File: config.mk
export PLATFORM = sky130hd
export DESIGN_NAME = dma_chan_regs
export DESIGN_NICKNAME = d
export VERILOG_FILES = /design/src/rtl/dma_regs_pkg.sv /design/src/rtl/dma_addr_dec.sv /design/src/rtl/dma_chan_core.sv /design/src/rtl/dma_chan_regs.sv
export SDC_FILE = /design/constraint.sdc
export NUM_CORES = 1
export LEC_CHECK = 0
export BUFFER_PORTS_ARGS = -buffer_cell sky130_fd_sc_hd__buf_2
export CELL_PAD_IN_SITES_DETAIL_PLACEMENT = 0
export CELL_PAD_IN_SITES_GLOBAL_PLACEMENT = 2
export CORE_MARGIN = 3
export CORE_UTILIZATION = 30
export DETAILED_ROUTE_END_ITERATION = 16
export PLACE_DENSITY_LB_ADDON = 0.3
export SYNTH_ARGS = -nofsm -noshare
export SYNTH_HDL_FRONTEND = slang
export SYNTH_HIERARCHICAL = 1
export SYNTH_SLANG_ARGS = --single-unit
File: constraint.sdc
create_clock -name clk -period 10 [get_ports clk]
set_input_delay 1.5 -clock clk [delete_from_list [all_inputs] [get_ports clk]]
set_output_delay 1.5 -clock clk [all_outputs]
set_load 0.02 [all_outputs]
File: src/rtl/dma_regs_pkg.sv
package dma_regs_pkg;

    localparam int DATA_W   = 32;
    localparam int NREG     = 12;
    localparam int RIDX_W   = 4;

    localparam int RI_CTRL  = 0;
    localparam int RI_STAT  = 1;
    localparam int RI_CUR   = 2;
    localparam int RI_TAIL  = 4;

    localparam int CB_RUN   = 0;
    localparam int CB_TMODE = 1;
    localparam int CB_SRST  = 2;

    localparam int SB_SLV    = 5;
    localparam int SB_DEC    = 6;
    localparam int SB_IRQ_LO = 12;
    localparam int SB_IRQ_HI = 14;
    localparam int SB_ERRIRQ = 14;

    localparam logic [DATA_W-1:0] CTRL_INIT = 32'h0001_0002;

    // encoding is {idle, halted}
    typedef enum logic [1:0] {
        ST_ACTIVE    = 2'b00,
        ST_HALTED    = 2'b01,
        ST_IDLE      = 2'b10,
        ST_HALT_IDLE = 2'b11
    } chan_state_e;

    typedef enum logic [2:0] {
        ACT_NONE,
        ACT_SRST,
        ACT_RUN,
        ACT_STATW,
        ACT_TAIL
    } bus_act_e;

    typedef struct packed {
        logic halt;
        logic idle;
        logic slverr;
        logic decerr;
        logic errirq;
        logic clr_run;
    } eng_ev_t;

endpackage

File: src/rtl/dma_addr_dec.sv
module dma_addr_dec #(
    parameter int AW        = 8,
    parameter int WIN_BYTES = 48
) (
    input  logic [AW-1:0]                   addr,
    output logic                            chan_sel,
    output logic [dma_regs_pkg::RIDX_W-1:0] reg_idx
);
    localparam logic [AW-1:0] WIN = AW'(WIN_BYTES);

    // window number modulo two picks the channel
    assign chan_sel = 1'(addr / WIN);
    assign reg_idx  = dma_regs_pkg::RIDX_W'((addr % WIN) >> 2);
endmodule

File: src/rtl/dma_chan_core.sv
module dma_chan_core
    import dma_regs_pkg::*;
#(
    parameter bit IS_TX = 1'b0
) (
    input  logic               clk,
    input  logic               rst_n,
    input  logic               wr_en,
    input  logic               rd_en,
    input  logic [RIDX_W-1:0]  reg_idx,
    input  logic [DATA_W-1:0]  wdata,
    input  eng_ev_t            ev,
    input  logic [7:0]         cnt_fld,
    input  logic [7:0]         dly_fld,
    output logic [DATA_W-1:0]  rd_val,
    output logic               tail_pulse,
    output logic               start_pulse,
    output logic               run,
    output logic               halted,
    output logic               idle,
    output logic [DATA_W-1:0]  cur_desc,
    output logic [DATA_W-1:0]  tail_desc
);
    logic [DATA_W-1:0] ctrl_q, ctrl_d, ctrl_wv;
    logic [15:2]       flags_q, flags_d;
    logic [DATA_W-1:0] store_q [NREG];
    chan_state_e       state_q, state_d, state_bus;
    bus_act_e          act;
    logic              wr_ctrl, wr_stat, wr_tail, rd_ctrl, srst_req, run_req;
    logic              tail_pulse_q;

    assign wr_ctrl = wr_en && (reg_idx == RIDX_W'(RI_CTRL));
    assign wr_stat = wr_en && (reg_idx == RIDX_W'(RI_STAT));
    assign wr_tail = wr_en && (reg_idx == RIDX_W'(RI_TAIL));
    assign rd_ctrl = rd_en && (reg_idx == RIDX_W'(RI_CTRL));

    // tail mode forced, reset bit sticky across writes
    always_comb begin
        ctrl_wv           = wdata;
        ctrl_wv[CB_TMODE] = 1'b1;
        ctrl_wv[CB_SRST]  = wdata[CB_SRST] | ctrl_q[CB_SRST];
    end
    assign srst_req = ctrl_wv[CB_SRST];
    assign run_req  = wr_ctrl && !srst_req && wdata[CB_RUN];

    always_comb begin
        if (wr_ctrl && srst_req) act = ACT_SRST;
        else if (run_req)        act = ACT_RUN;
        else if (wr_stat)        act = ACT_STATW;
        else if (wr_tail)        act = ACT_TAIL;
        else                     act = ACT_NONE;
    end

    // control word next value
    always_comb begin
        ctrl_d = ctrl_q;
        if (rd_ctrl) ctrl_d[CB_SRST] = 1'b0;
        if (wr_ctrl) begin
            if (srst_req) begin
                ctrl_d          = CTRL_INIT;
                ctrl_d[CB_SRST] = 1'b1;
            end else begin
                ctrl_d = ctrl_wv;
            end
        end
        if (ev.clr_run) ctrl_d[CB_RUN] = 1'b0;
    end

    // status flags next value
    always_comb begin
        flags_d = flags_q;
        if (act == ACT_SRST) begin
            flags_d = '0;
        end else if (wr_stat) begin
            flags_d = wdata[15:2];
            flags_d[SB_IRQ_HI:SB_IRQ_LO] = '0;
        end
        if (ev.slverr) flags_d[SB_SLV]    = 1'b1;
        if (ev.decerr) flags_d[SB_DEC]    = 1'b1;
        if (ev.errirq) flags_d[SB_ERRIRQ] = 1'b1;
    end

    // halted/idle state machine: bus transitions, then engine overlay
    always_comb begin
        unique case (act)
            ACT_SRST:  state_bus = ST_HALTED;
            ACT_RUN:   state_bus = ST_ACTIVE;
            ACT_STATW: state_bus = chan_state_e'(wdata[1:0]);
            ACT_TAIL: begin
                unique case (state_q)
                    ST_IDLE:      state_bus = ST_ACTIVE;
                    ST_HALT_IDLE: state_bus = ST_HALTED;
                    ST_ACTIVE:    state_bus = ST_ACTIVE;
                    ST_HALTED:    state_bus = ST_HALTED;
                    default:      state_bus = state_q;
                endcase
            end
            default:   state_bus = state_q;
        endcase
        state_d = chan_state_e'(state_bus | {ev.idle, ev.halt});
    end

    always_ff @(posedge clk) begin
        if (!rst_n) begin
            state_q <= ST_HALTED;
        end else begin
            state_q <= state_d;
        end
    end

    always_ff @(posedge clk) begin
        if (!rst_n) begin
            ctrl_q  <= CTRL_INIT;
            flags_q <= '0;
            for (int i = 0; i < NREG; i++) store_q[i] <= '0;
        end else begin
            ctrl_q  <= ctrl_d;
            flags_q <= flags_d;
            if (wr_en && !wr_ctrl && !wr_stat) store_q[reg_idx] <= wdata;
        end
    end

    // output process
    always_ff @(posedge clk) begin
        if (!rst_n) tail_pulse_q <= 1'b0;
        else        tail_pulse_q <= wr_tail;
    end

    assign tail_pulse = tail_pulse_q;

    generate
        if (IS_TX) begin : g_tx
            assign start_pulse = tail_pulse_q;
        end else begin : g_rx
            assign start_pulse = 1'b0;
        end
    endgenerate

    always_comb begin
        unique case (reg_idx)
            RIDX_W'(RI_CTRL): begin
                rd_val          = ctrl_q;
                rd_val[CB_SRST] = 1'b0;
            end
            RIDX_W'(RI_STAT): rd_val = {dly_fld, cnt_fld, flags_q, state_q};
            default:          rd_val = store_q[reg_idx];
        endcase
    end

    assign run       = ctrl_q[CB_RUN];
    assign halted    = state_q[0];
    assign idle      = state_q[1];
    assign cur_desc  = store_q[RI_CUR];
    assign tail_desc = store_q[RI_TAIL];

    a_r9_eng_halt: assert property (@(posedge clk) disable iff (!rst_n)
        ev.halt |=> halted);
    a_r9_eng_idle: assert property (@(posedge clk) disable iff (!rst_n)
        ev.idle |=> idle);
    a_r10_clr_run_wins: assert property (@(posedge clk) disable iff (!rst_n)
        ev.clr_run |=> !run);
    a_r6_start_clears: assert property (@(posedge clk) disable iff (!rst_n)
        (wr_ctrl && wdata[CB_RUN] && !wdata[CB_SRST] && !ctrl_q[CB_SRST]
         && !ev.halt && !ev.idle) |=> (!halted && !idle));
    a_r4_srst_halts: assert property (@(posedge clk) disable iff (!rst_n)
        (wr_ctrl && (wdata[CB_SRST] || ctrl_q[CB_SRST])) |=> (halted && !run));
    a_r7_pulse_source: assert property (@(posedge clk) disable iff (!rst_n)
        (tail_pulse || start_pulse) |-> $past(wr_en && reg_idx == RIDX_W'(RI_TAIL)));
endmodule

File: src/rtl/dma_chan_regs.sv
module dma_chan_regs
    import dma_regs_pkg::*;
#(
    parameter int AW        = 8,
    parameter int WIN_BYTES = 48
) (
    input  logic        clk,
    input  logic        rst_n,
    input  logic        bus_wr,
    input  logic        bus_rd,
    input  logic [7:0]  bus_addr,
    input  logic [31:0] bus_wdata,
    output logic [31:0] bus_rdata,
    input  logic [1:0]  eng_set_halted,
    input  logic [1:0]  eng_set_idle,
    input  logic [1:0]  eng_set_slverr,
    input  logic [1:0]  eng_set_decerr,
    input  logic [1:0]  eng_set_errirq,
    input  logic [1:0]  eng_clear_run,
    input  logic [15:0] irq_count,
    input  logic [15:0] irq_delay,
    output logic [1:0]  tail_upd,
    output logic        tx_start,
    output logic [1:0]  chan_run,
    output logic [1:0]  chan_halted,
    output logic [1:0]  chan_idle,
    output logic [63:0] cur_desc_o,
    output logic [63:0] tail_desc_o
);
    localparam int NCH = 2;

    logic              chan_sel;
    logic [RIDX_W-1:0] reg_idx;
    logic [DATA_W-1:0] rd_val [NCH];
    logic [NCH-1:0]    start_v;

    dma_addr_dec #(.AW(AW), .WIN_BYTES(WIN_BYTES)) u_dec (
        .addr     (bus_addr[AW-1:0]),
        .chan_sel (chan_sel),
        .reg_idx  (reg_idx)
    );

    generate
        for (genvar ch = 0; ch < NCH; ch++) begin : g_ch
            eng_ev_t ev;
            assign ev.halt    = eng_set_halted[ch];
            assign ev.idle    = eng_set_idle[ch];
            assign ev.slverr  = eng_set_slverr[ch];
            assign ev.decerr  = eng_set_decerr[ch];
            assign ev.errirq  = eng_set_errirq[ch];
            assign ev.clr_run = eng_clear_run[ch];

            dma_chan_core #(.IS_TX(ch == 0)) u_core (
                .clk         (clk),
                .rst_n       (rst_n),
                .wr_en       (bus_wr && (chan_sel == 1'(ch))),
                .rd_en       (bus_rd && (chan_sel == 1'(ch))),
                .reg_idx     (reg_idx),
                .wdata       (bus_wdata),
                .ev          (ev),
                .cnt_fld     (irq_count[ch*8 +: 8]),
                .dly_fld     (irq_delay[ch*8 +: 8]),
                .rd_val      (rd_val[ch]),
                .tail_pulse  (tail_upd[ch]),
                .start_pulse (start_v[ch]),
                .run         (chan_run[ch]),
                .halted      (chan_halted[ch]),
                .idle        (chan_idle[ch]),
                .cur_desc    (cur_desc_o[ch*32 +: 32]),
                .tail_desc   (tail_desc_o[ch*32 +: 32])
            );
        end
    endgenerate

    assign tx_start = start_v[0] | start_v[1];

    always_ff @(posedge clk) begin
        if (!rst_n)      bus_rdata <= '0;
        else if (bus_rd) bus_rdata <= rd_val[chan_sel];
    end

    a_r13_rdata_hold: assert property (@(posedge clk) disable iff (!rst_n)
        !bus_rd |=> $stable(bus_rdata));
    a_r7_no_rx_start: assert property (@(posedge clk) disable iff (!rst_n)
        tx_start |-> tail_upd[0]);
endmodule

==> summary.md <==
| Metric | Value |
|---|---|
| Status | `finished clean` |
| Worst EP arrival | `about 5 ns` |
| Pleak | `approximately 0.018 uW` |
| CP max FO | `34` |
| Tmin final | `4.804 ns` |
| Synth Cell Area | `44,470 sq um` |
| Top cells by count, synth | `edfxtp_1 (896), and2_1 (648), mux4_2 (244)` |
| Sequential share of the synthesized area | `~66%` |
| Worst reg2reg startpoint | `g_ch[0].u_core/store_q[4][2]` |
| Core area | `around 150,000 sq um` |
| Grt ovf | `0` |
| Drt drc | `0` |
| Synthesized flop and latch total | `slightly above 1,000` |
| Syn Area/Cell | `15.29 sq um` |
| DRT Pass-1 Iters | `5` |
| R2R setup slack | `7.76 ns` |
| Max-slew headroom | `25.33%` |
| Final net count | `approximately 3,200` |
| Max Cap Viol | `0` |
| FFs w/ async S/R, synth | `0%` |
| Detail Placement HPWL | `90.54 mm` |
| Critical Path, Cell by Cell | `buf_2 > and3b_2 > a211oi_1 > a31oi_4 > buf_4 > buf_4 > inv_2 > nand2_1 > nor4_4 > buf_4 > nand2b_2 > buf_4` |
| GRT Overall Usage | `18.85%` |
| Die X | `approximately 390 um` |
| Initial Util | `30.36%` |
| Detailed-route via count | `between 20,000 and 30,000` |
| Drt initial violations | `2,145` |
| Ys flop type | `edfxtp_1` |
| Cell accounting for the most synthesized area | `edfxtp_1` |
| Max Freq | `approximately 0.21 GHz` |
| CTS tree | `done` |
| Syn Nets | `2,996` |
| Synth top area share | `60.51%` |
| Worst hold stages | `2` |
| Slowest CP cell | `buf_4` |
| Final setup margin | `5.196 ns` |
| H-tree levels | `3` |
| Avg WL per Cell | `roughly 28 um` |
| Area grow syn2layout | `16.10%` |
| Synth unique cells | `52` |
| Initial antenna violation count | `13` |
| Sink Count | `1,020` |
| # port buffers | `254` |
| CTS Buf Count | `between 100 and 150` |
| CP endpoint kind | `flop` |
| CTS-repair resized insts | `0` |
| RSZ-0062 raised after global routing | `false` |
| Setup_tns | `0 ns` |
| EDFF count, synth | `896` |
| Share of post-route cells with drive strength above 1 | `25.67%` |
| Hold-fix buffers, CTS | `0` |
| Die Footprint | `152,900 sq um` |
| Final wirelength | `about 150 mm` |
| Root buf cell | `clkbuf_16` |
| First-pass GRT wire length | `203.8 mm` |
| Nature of the critical path startpoint | `input port` |
| Hold_ws | `0.4446 ns` |
| Critical path type | `input port to flop` |
| Final Cell Area | `51,620 sq um` |
| Pins Over Slew Limit | `0` |
| Hold/Removal Path Class | `flop to flop` |
| Final hold violations | `0` |
| Hold EP | `g_ch[0].u_core/ctrl_q[6]` |
| Postcts setup bufs | `0` |
| Via density | `5.045` |
| Syn. warnings | `6` |
| Worst VDD drop | `140.4 uV` |
| Post-Synthesis Cells | `2,908` |
| FF/Latch Area | `29,390 sq um` |
| Skew-Pair Late Insertion Delay | `0.74 ns` |
| Placer congestion estimate | `0.7448` |
| Max incr delay on CP | `0.45 ns` |
| Vias in the first global route | `25,966` |
| Placed Area | `47,770 sq um` |
| Crit share post-route | `about half` |
| Hold wc startpoint | `g_ch[0].u_core/ctrl_q[6]` |
| R2r endpoint | `bus_rdata[2]` |
| Clock slew at reported path FFs | `0.06 ns` |
| Buf+Inv Stages, Crit Path | `6` |
| Power Dens Cells | `~200 nW/um^2` |
| # IOs | `257` |
| CP delay by family, top | `buffers and inverters` |
| Req. time, crit path | `10.34 ns` |
| Clock buffer depth | `3` |
| Final setup fails | `0` |
| Pin count of the biggest net entering global routing | `67` |
| Cell mode on critical path | `buf_4` |
| Final antenna-violating net count | `0` |
| Placement Setup Slack | `4.407 ns` |
| Worst Tran Pin Value | `1.117 ns` |
| Synth area leaders | `edfxtp_1 (61%), mux4_2 (12%), and2_1 (9.1%), dfxtp_1 (5.6%), a22oi_1 (1.9%)` |
| Count leader, synth | `edfxtp_1` |
| Layout Skew | `0.03063 ns` |
| Cell Rows | `140` |
| FILL cells | `13,950` |
| Fin util | `35.25%` |
| Multi-input gate area | `14,080 sq um` |
| Worst R2R Path Depth | `5` |
| Chip height | `roughly 390 um` |
==> logic make-up (layout without fill, tap and decap cells) <==
family	count (synthesis)	in the layout	synth area share (%)
flops	1020	1020	66.09
simple gates	968	968	12.54
compound gates	338	338	4.643
mux	295	295	13.51
buf+inv	285	560	3.182
other cells	1	11	0.008433
xor+xnor	1	1	0.01970
==> stage by stage <==
stage | cells | power (uW)
final | 5110 | 10080
after global routing | 5100 | 10420
after CTS | 5100 | 10210
after detailed placement | 4880 | 5910
after global placement | 4880 | 5904
after floorplan | 2908 | 5471
==> power breakdown <==
group | total [uW] | leakage, uW | switching (uW) | internal (uW)
clock | 4280 | 0.00187 | 1770 | 2510
sequential | 4880 | 0.00940 | 77.3 | 4800
combinational | 920 | 0.00634 | 628 | 292
total | 10100 | 0.0176 | 2470 | 7600
==> per-layer routing <==
layer | wire (um) | part of all wire (%) | global-route usage, %
met4 | 3976 | 2.7 | 5.294
met5 | 13 | 0.0089 | 0
met1 | 65030 | 45 | 26.56
met3 | 9336 | 6.4 | 3.927
met2 | 67080 | 46 | 29.44
==> worst min-delay path, delay by kind of cell, from the launching register on <==
kind | cells | cell delay (ns)
AND/OR/NAND/NOR | 1 | 0.05
flip-flops | 1 | 0.30
AO/OA/AOI/OAI | 1 | 0.05
==> area by class of cell <==
type	instances	area share [%]
sequential	1020	56.93
multi-input combinational	1603	27.28
clock buffer	153	6.146
tap	1917	4.646
timing repair buffer	329	3.597
clock inverter	67	1.280
inverter	11	0.07998
antenna	10	0.04847
==> flip-flops by register name (all words and copies together) (netlist names) <==
register	count
g_ch.u_core/store_q	896
g_ch.u_core/ctrl_q	62
bus_rdata	32
g_ch.u_core/flags_q	24
g_ch.u_core/state_q	4
g_ch.u_core/start_pulse	1
g_ch.u_core/tail_pulse	1
==> cells in the final DEF (no fill, tap or decap), drive strengths merged, types with 3 or more instances in the layout <==
| cell | n |
|---|---|
| nor2b | 10 |
| clkbuf | 153 |
| dfxtp | 124 |
| a21oi | 115 |
| edfxtp | 896 |
| clkinv | 51 |
| mux4 | 244 |
| inv | 14 |
| nand2b | 7 |
| o21ai | 75 |
| and2 | 648 |
| bufinv | 11 |
| diode | 10 |
| o22ai | 7 |
| buf | 329 |
| nor3 | 3 |
| a22oi | 112 |
| o2111ai | 4 |
| nor2 | 41 |
| or2 | 3 |
| nand3 | 69 |
| o211ai | 4 |
| mux2i | 49 |
| nor4 | 10 |
| nand2 | 166 |
| a211oi | 4 |
| a31oi | 8 |
==> how the worst max path moves through the flow <==
| stage | startpoint | end | cells after the start |
|---|---|---|---|
| floorplan | bus_addr[7] | g_ch[1].u_core/store_q[12][0] | 7 |
| global route | bus_addr[4] | g_ch[0].u_core/store_q[4][18] | 12 |
| detailed placement | bus_addr[4] | g_ch[0].u_core/store_q[4][18] | 12 |
| CTS | bus_addr[4] | g_ch[0].u_core/store_q[4][19] | 12 |
| global placement | bus_addr[4] | g_ch[0].u_core/store_q[4][18] | 12 |
| finish | bus_addr[4] | g_ch[0].u_core/store_q[4][18] | 12 |
Power figures use the tool's default switching activity.
